## config.mk

```make
export PLATFORM = sky130hd
export DESIGN_NAME = trap_return_unit
export DESIGN_NICKNAME = d
export VERILOG_FILES = /design/src/rtl/trp_pkg.sv /design/src/rtl/trp_field_unpack.sv /design/src/rtl/trp_bank_select.sv /design/src/rtl/trp_level_ctl.sv /design/src/rtl/trap_return_unit.sv
export SDC_FILE = /design/constraint.sdc
export NUM_CORES = 1
export LEC_CHECK = 0
export BUFFER_PORTS_ARGS = -buffer_cell sky130_fd_sc_hd__buf_2
export CAP_MARGIN = 20
export CORE_MARGIN = 2
export CORE_UTILIZATION = 43
export CTS_CLUSTER_SIZE = 10
export DETAILED_ROUTE_END_ITERATION = 16
export PLACE_DENSITY = 0.74
export SLEW_MARGIN = 25
export SYNTH_ARGS = -nofsm -noshare
export SYNTH_HDL_FRONTEND = slang
export SYNTH_SLANG_ARGS = --single-unit
```

## constraint.sdc

```tcl
create_clock -name clk -period 2.2 [get_ports clk]
set_input_delay 0.44 -clock clk [delete_from_list [all_inputs] [get_ports clk]]
set_output_delay 0.44 -clock clk [all_outputs]
set_load 0.05 [all_outputs]
```

## src/rtl/trp_pkg.sv

```systemverilog
package trp_pkg;

  typedef enum logic [1:0] {
    GB_NORMAL = 2'd0,
    GB_ALT    = 2'd1,
    GB_MMU    = 2'd2,
    GB_INTR   = 2'd3
  } gbank_e;

  localparam logic [11:0] PST_KEEP = 12'hF3F;

  typedef struct packed {
    logic [7:0]  ccr;
    logic [7:0]  asi;
    logic [11:0] pst;
    logic [7:0]  wp;
  } tsf_t;

  // pull the restored fields out of the packed saved-state word
  function automatic tsf_t split_tstate(input logic [39:0] w);
    tsf_t r;
    r.ccr = w[39:32];
    r.asi = w[31:24];
    r.pst = w[19:8] & PST_KEEP;
    r.wp  = w[7:0];
    return r;
  endfunction

  function automatic logic [2:0] bank_sel_bits(input logic [11:0] p);
    return {p[11], p[10], p[0]};
  endfunction

  function automatic gbank_e bank_of(input logic [2:0] s);
    case (s)
      3'b001:  return GB_ALT;
      3'b010:  return GB_MMU;
      3'b100:  return GB_INTR;
      default: return GB_NORMAL;
    endcase
  endfunction

  function automatic logic [7:0] wrap_wp(input logic [7:0] v, input int unsigned n);
    int unsigned t;
    t = 32'(v) % n;
    return t[7:0];
  endfunction

endpackage

```

## src/rtl/trp_field_unpack.sv

```systemverilog
module trp_field_unpack
  import trp_pkg::*;
#(
  parameter int AW   = 64,
  parameter int NWIN = 8,
  parameter int WP_W = $clog2(NWIN)
) (
  input  logic            kind,
  input  logic [AW-1:0]   sv_pc,
  input  logic [AW-1:0]   sv_npc,
  input  logic [39:0]     sv_tstate,
  output logic [AW-1:0]   nxt_pc,
  output logic [AW-1:0]   nxt_npc,
  output logic [3:0]      nxt_xcc,
  output logic [3:0]      nxt_icc,
  output logic [7:0]      nxt_asi,
  output logic [11:0]     nxt_pst,
  output logic [WP_W-1:0] nxt_wp
);
  localparam logic [AW-1:0] STEP = {{(AW-3){1'b0}}, 3'd4};

  tsf_t       f;
  logic [7:0] w_mod;

  always_comb begin
    f       = split_tstate(sv_tstate);
    w_mod   = wrap_wp(f.wp, NWIN);
    nxt_xcc = f.ccr[7:4];
    nxt_icc = f.ccr[3:0];
    nxt_asi = f.asi;
    nxt_pst = f.pst;
    nxt_wp  = w_mod[WP_W-1:0];
    if (kind) begin
      nxt_pc  = sv_pc;
      nxt_npc = sv_npc;
    end else begin
      nxt_pc  = sv_npc;
      nxt_npc = sv_npc + STEP;
    end
  end
endmodule

```

## src/rtl/trp_bank_select.sv

```systemverilog
module trp_bank_select
  import trp_pkg::*;
#(
  parameter bit NO_ALT = 1'b0
) (
  input  logic [11:0] pst_in,
  output logic [11:0] pst_out,
  output logic [2:0]  sel,
  output logic [1:0]  bank
);
  generate
    if (NO_ALT) begin : g_noalt
      assign pst_out = {pst_in[11:1], 1'b0};
    end else begin : g_alt
      assign pst_out = pst_in;
    end
  endgenerate

  assign sel  = bank_sel_bits(pst_out);
  assign bank = bank_of(sel);
endmodule

```

## src/rtl/trp_level_ctl.sv

```systemverilog
module trp_level_ctl #(
  parameter int MAX_TL = 6,
  parameter int TL_W   = $clog2(MAX_TL + 1)
) (
  input  logic            clk,
  input  logic            rst_n,
  input  logic            ret_valid,
  input  logic            pst_wr_valid,
  input  logic            tl_set_valid,
  input  logic [TL_W-1:0] tl_set_val,
  output logic [TL_W-1:0] tl,
  output logic            ret_ok,
  output logic            ret_illegal
);
  localparam logic [TL_W-1:0] TL_TOP = TL_W'(MAX_TL);

  logic [TL_W-1:0] tl_q;
  logic            ill_q;
  logic            set_take;

  assign ret_ok   = ret_valid && (tl_q != '0);
  assign set_take = tl_set_valid && !ret_valid && !pst_wr_valid;

  always_ff @(posedge clk) begin
    if (!rst_n) begin
      tl_q  <= TL_TOP;
      ill_q <= 1'b0;
    end else begin
      ill_q <= ret_valid && (tl_q == '0);
      if (ret_ok)
        tl_q <= tl_q - 1'b1;
      else if (set_take)
        tl_q <= (tl_set_val > TL_TOP) ? TL_TOP : tl_set_val;
    end
  end

  assign tl          = tl_q;
  assign ret_illegal = ill_q;

  // an accepted return steps the level down by one
  a_r5_tl_step: assert property (@(posedge clk) disable iff (!rst_n)
    ret_ok |=> tl_q == $past(tl_q) - 1'b1);

  // a return at level 0 is flagged and leaves the level alone
  a_r10_flag_at_zero: assert property (@(posedge clk) disable iff (!rst_n)
    (ret_valid && tl_q == '0) |=> (ill_q && tl_q == '0));

  // the level never exceeds its ceiling
  a_r12_tl_ceiling: assert property (@(posedge clk) disable iff (!rst_n)
    tl_q <= TL_TOP);

  // a level load under a return or state write is dropped
  a_r11_set_dropped: assert property (@(posedge clk) disable iff (!rst_n)
    (tl_set_valid && pst_wr_valid && !ret_valid) |=> $stable(tl_q));
endmodule

```

## src/rtl/trap_return_unit.sv

```systemverilog
module trap_return_unit
  import trp_pkg::*;
#(
  parameter int AW     = 64,
  parameter int NWIN   = 8,
  parameter int MAX_TL = 6,
  parameter bit NO_ALT = 1'b0,
  parameter int WP_W   = $clog2(NWIN),
  parameter int TL_W   = $clog2(MAX_TL + 1)
) (
  input  logic            clk,
  input  logic            rst_n,
  input  logic            ret_valid,
  input  logic            ret_kind,
  input  logic [AW-1:0]   sv_pc,
  input  logic [AW-1:0]   sv_npc,
  input  logic [39:0]     sv_tstate,
  input  logic            pst_wr_valid,
  input  logic [11:0]     pst_wr_data,
  input  logic            tl_set_valid,
  input  logic [TL_W-1:0] tl_set_val,
  output logic [AW-1:0]   pc,
  output logic [AW-1:0]   npc,
  output logic [3:0]      xcc,
  output logic [3:0]      icc,
  output logic [7:0]      asi,
  output logic [11:0]     pstate,
  output logic [WP_W-1:0] wp,
  output logic [TL_W-1:0] tl,
  output logic [1:0]      gbank,
  output logic            bank_switch,
  output logic            ret_illegal
);
  localparam logic [AW-1:0] NPC_RST = {{(AW-3){1'b0}}, 3'd4};

  // named internal events
  logic            ret_ok;
  logic            pst_upd;
  logic [11:0]     pst_src;
  logic [11:0]     pst_new;
  logic [2:0]      sel_new;
  logic [1:0]      bank_new;

  logic [AW-1:0]   u_pc, u_npc;
  logic [3:0]      u_xcc, u_icc;
  logic [7:0]      u_asi;
  logic [11:0]     u_pst;
  logic [WP_W-1:0] u_wp;

  logic [AW-1:0]   pc_q, npc_q;
  logic [3:0]      xcc_q, icc_q;
  logic [7:0]      asi_q;
  logic [11:0]     pst_q;
  logic [WP_W-1:0] wp_q;
  logic [2:0]      sel_q;
  logic [1:0]      bank_q;
  logic            sw_q;

  trp_level_ctl #(.MAX_TL(MAX_TL), .TL_W(TL_W)) u_lvl (
    .clk          (clk),
    .rst_n        (rst_n),
    .ret_valid    (ret_valid),
    .pst_wr_valid (pst_wr_valid),
    .tl_set_valid (tl_set_valid),
    .tl_set_val   (tl_set_val),
    .tl           (tl),
    .ret_ok       (ret_ok),
    .ret_illegal  (ret_illegal)
  );

  trp_field_unpack #(.AW(AW), .NWIN(NWIN), .WP_W(WP_W)) u_unp (
    .kind      (ret_kind),
    .sv_pc     (sv_pc),
    .sv_npc    (sv_npc),
    .sv_tstate (sv_tstate),
    .nxt_pc    (u_pc),
    .nxt_npc   (u_npc),
    .nxt_xcc   (u_xcc),
    .nxt_icc   (u_icc),
    .nxt_asi   (u_asi),
    .nxt_pst   (u_pst),
    .nxt_wp    (u_wp)
  );

  assign pst_upd = ret_ok || (pst_wr_valid && !ret_valid);
  assign pst_src = ret_ok ? u_pst : (pst_wr_data & PST_KEEP);

  trp_bank_select #(.NO_ALT(NO_ALT)) u_bank (
    .pst_in  (pst_src),
    .pst_out (pst_new),
    .sel     (sel_new),
    .bank    (bank_new)
  );

  always_ff @(posedge clk) begin
    if (!rst_n) begin
      pc_q   <= '0;
      npc_q  <= NPC_RST;
      xcc_q  <= '0;
      icc_q  <= '0;
      asi_q  <= '0;
      pst_q  <= '0;
      wp_q   <= '0;
      sel_q  <= '0;
      bank_q <= GB_NORMAL;
      sw_q   <= 1'b0;
    end else begin
      sw_q <= 1'b0;
      if (ret_ok) begin
        pc_q  <= u_pc;
        npc_q <= u_npc;
        xcc_q <= u_xcc;
        icc_q <= u_icc;
        asi_q <= u_asi;
        wp_q  <= u_wp;
      end
      if (pst_upd) begin
        pst_q  <= pst_new;
        sel_q  <= sel_new;
        bank_q <= bank_new;
        sw_q   <= (sel_new != sel_q);
      end
    end
  end

  assign pc          = pc_q;
  assign npc         = npc_q;
  assign xcc         = xcc_q;
  assign icc         = icc_q;
  assign asi         = asi_q;
  assign pstate      = pst_q;
  assign wp          = wp_q;
  assign gbank       = bank_q;
  assign bank_switch = sw_q;

  // a complete return moves npc four bytes past the saved next-PC
  a_r2_complete_npc: assert property (@(posedge clk) disable iff (!rst_n)
    (ret_ok && !ret_kind) |=> (npc_q == $past(sv_npc) + NPC_RST && pc_q == $past(sv_npc)));

  // a reissue return takes both counters unchanged
  a_r3_reissue_pcs: assert property (@(posedge clk) disable iff (!rst_n)
    (ret_ok && ret_kind) |=> (pc_q == $past(sv_pc) && npc_q == $past(sv_npc)));

  // the window pointer stays inside the window count
  a_r4_wp_range: assert property (@(posedge clk) disable iff (!rst_n)
    32'(wp_q) < NWIN);

  // the alternate bank is only active with state bit 0 set
  a_r6_alt_bit: assert property (@(posedge clk) disable iff (!rst_n)
    (bank_q == GB_ALT) |-> pst_q[0]);

  // a switch pulse always reflects a selector change
  a_r8_switch_real: assert property (@(posedge clk) disable iff (!rst_n)
    sw_q |-> (sel_q != $past(sel_q)));

  // masked bits never reach the stored state word
  a_r9_masked: assert property (@(posedge clk) disable iff (!rst_n)
    pst_q[7:6] == 2'b00);

  // an illegal return leaves the restored state untouched
  a_r10_no_change: assert property (@(posedge clk) disable iff (!rst_n)
    ret_illegal |-> ($stable(pc_q) && $stable(npc_q) && $stable(pst_q) && $stable(wp_q) && !sw_q));

  generate
    if (NO_ALT) begin : g_chk_noalt
      // with the option on, bit 0 is never stored
      a_r7_no_alt_bit: assert property (@(posedge clk) disable iff (!rst_n)
        !pst_q[0] && bank_q != GB_ALT);
    end
  endgenerate
endmodule

```

==> impl_results.md <==
- Status: finished, final reports clean
- Die area: 19400 um^2
- Final WS setup: 0.186 ns
- Worst slack, placed: -0.156 ns
- Critical path startpoint: u_lvl.tl[0]$_SDFFE_PN0P_
- Synth area leaders: dfxtp_1 42%, a211oi_1 8.4%, mux2i_1 8.1%, nor2_1 5.0%, nand2_1 4.1%
- Fin. Hold Viols: 0
- Initial antenna violation count: 0
- Starting Density: 43.9%
- Lkg Pwr: 5.01 nW
- Htree depth: 4
- Die height: 139 um
- Worst path depth: 8
- DR WL/cell: 16.5 um
- Slew Limit Headroom: 37.4%
- CP max stage cell: a311oi_1
- IO buf count: 339
- Clk_skew: 0.00892 ns
- Sink Count: 164
- Top Usage Layer GRT: met2
- First-pass GRT wire length: 40800 um
- Netlist Area Pre-Place: 7880 um^2
- Post-CTS Setup Inserts: 0
- Routed via count: 8431
- Setup TNS: 0 ns
- DR iter-0 viols: 446
- Syn. warnings: 0
- Worst Hold Class: in -> reg
- Total grt overflow: 0
- Vias in the first global route: 8048
- Share of layout cells above drive strength 1: 36.3%
- Delay-heaviest family, CP: simple AND/OR/NAND/NOR gates
- Root Driver: clkbuf_16
- # IOs: 355
- CTS Hold Bufs: 0
- Post_cts resized: 0
- Post-synth EDFFs: 0
- CTS max path bufs: 2
- Sequential fraction of the synthesis area: 41.7%
- DP Wirelength: 19300 um
- Max frequency: 497 MHz
- Max Slew Vio Count: 0
- Worst skew pair latency: 0.42 ns
- Ys async rst share: 0%
- Critical path's largest stage delay: 0.42 ns
- Reg2reg end: bank_switch$_SDFF_PN0_
- Gate power share: 25.5%
- Clock power frac: 34.7%
- Met2 Usage GRT: 43.0%
- Fin crit period: 2.01 ns
- P_int: 5.44 mW
- Main synth FF type: dfxtp_1
- Flop and latch count out of synthesis: 164
- Slew @ Worst Pin: 0.939 ns
- RSZ-0062 raised after global routing: false
- NumNets Final: 1500
- Crit path cell chain: inv_1 > ha_1 > nand2b_1 > buf_4 > and3_1 > nor2_1 > xor2_1 > a311oi_1
- DRT Pass-1 Iters: 4
- Syn Area/Cell: 8.43 um^2
- Power per cell area: 763 nW/um^2
- Setup Viol. Count Final: 0
- Final ANT Viol Nets: 0
- R2R Setup Slk: 0.19 ns
- Core area: 18000 um^2
- # diodes: 0
- TritonCTS Buffers: 17
- Final wirelength: 25600 um
- P&R area growth vs syn: 38.6%
- Critical Path Source Type: flop
- Peak supply drop: 0.000529 V
- Final core utilization: 60.8%
- Met3 usage: 6.43%
- Met1 usage: 32.1%
- Post-synthesis cell type count: 50
- Crit. End Element: flop
- Worst-path clk slew: 0.06 ns
- Routability Congestion: 0.868
- FILL cells: 1614
- Worst path bufs/invs: 2
- Arrival @ worst endpoint: 2.29 ns
- Critical setup path kind: reg -> reg
- CP endpoint: bank_switch$_SDFF_PN0_
- Largest net degree at the start of global routing: 74
- Part of the power in registers: 39.8%
- Rows: 49
- Area leader, netlist: dfxtp_1
- Period utilization: 91.5%
- Die width: 139 um
- Max Cap Viol: 0
- Critical Path RT: 2.48 ns
- Worst Path Max Fanout: 6
- Net load switching power: 2.90 mW
- Share of the synthesized area in the top cell type: 41.7%
- Total Routing Usage GR: 25.7%
- Worst reg-to-reg path cell count: 8
- Gate Count Post-Synth: 934
- CTS tree: yes
- Via density per instance: 5.44
- Worst R2R Start: u_lvl.tl[0]$_SDFFE_PN0P_
- DR DRC count: 0
- Sw Ratio: 34.8%
[cells in the mapped netlist (all sizes together), types with 13 or more instances]
cell and n:
a211oi 88, a21oi 40, a31oi 28, buf 13
clkbuf 67, dfxtp 164, mux2i 64, nand2 87
nand3 32, nand4 17, nor2 104, o21ai 54
o31ai 16, or4 18, xnor2 14, xor2 19
[worst min-delay path by stage]
| stage | start | cells past startpoint | end | slack [ns] |
|---|---|---|---|---|
| floorplan | sv_tstate[24] | 2 | asi[0]$_SDFFE_PN0N_ | 0.58 |
| global placement | npc[1]$_SDFFE_PN0N_ | 2 | npc[1]$_SDFFE_PN0N_ | 0.44 |
| detailed placement | npc[1]$_SDFFE_PN0N_ | 2 | npc[1]$_SDFFE_PN0N_ | 0.44 |
| CTS | sv_tstate[36] | 3 | xcc[0]$_SDFFE_PN0N_ | 0.24 |
| global route | sv_tstate[27] | 3 | asi[3]$_SDFFE_PN0N_ | 0.25 |
| finish | sv_tstate[34] | 3 | icc[2]$_SDFFE_PN0N_ | 0.26 |
[cells by family after synthesis]
kind of cell | after synthesis | share of synthesized area [%]
simple gates | 329 | 20.5
compound gates | 251 | 20.8
flops | 164 | 41.7
buf+inv | 88 | 4.56
mux | 65 | 8.28
xor+xnor | 33 | 3.67
fa+ha+maj | 3 | 0.477
other cells | 1 | 0.0476
[through the flow]
step / instances / power [mW] / instance area [um^2] / hold slack, ns
floorplan: 935 / 4.79 / 7890 / 0.576
global placement: 1518 / 5.48 / 10300 / 0.439
detailed placement: 1518 / 5.50 / 10300 / 0.443
CTS: 1550 / 8.38 / 10900 / 0.238
global route: 1550 / 8.69 / 10900 / 0.246
finish: 1550 / 8.34 / 10900 / 0.257
[tightest hold or removal path, stage by stage]
cell	delay (ns)
buf_2	0.09
nand2_1	0.04
a21oi_1	0.05
[layout make-up]
type                    instances  area [um^2]  area share (%)
well taps                     229          287            2.62
clock buffers                  20          447            4.09
inverters                       8         32.5           0.298
multi-input cells             683         4260            39.0
repair buffers                434         2490            22.8
clock inverters                12          121            1.11
flip-flops and latches        164         3290            30.1
[registers in the layout (all words and copies together), names as in the netlist]
name / cells
gbank: 2
u_lvl.ret_illegal: 1
u_lvl.tl: 3
pc: 64
wp: 3
sel_q: 2
npc: 64
asi: 8
pstate: 8
icc: 4
xcc: 4
bank_switch: 1
[metal layers]
layer	routed length, um	vias up	part of all wire [%]
li1	-	4180	-
met1	11100	3904	43
met2	12200	299	48
met3	1620	48	6.3
met4	725	0	2.8
met5	0	-	0
[layout by cell type, fill, tap and decap left out, types with 17 or more instances in the layout]
master,instances
xor2_1,19
or4_1,17
buf_4,90
nand2_1,86
clkbuf_16,17
a211oi_1,88
nor2_1,103
a21oi_1,39
dfxtp_1,162
mux2i_1,64
a31oi_1,28
o21ai_0,54
buf_2,338
nand3_1,30
[power by group through the flow]
| stage | logic [mW] | clock network, mW | registers (mW) |
|---|---|---|---|
| after CTS | 2.13 | 2.93 | 3.32 |
| after global placement | 2.10 | 0 | 3.37 |
| final | 2.13 | 2.89 | 3.32 |
| after detailed placement | 2.12 | 0 | 3.38 |
| after floorplan | 0.597 | 0 | 4.19 |
| after global routing | 2.26 | 3.08 | 3.34 |
Note: power is estimated with default switching activity, not from simulation.
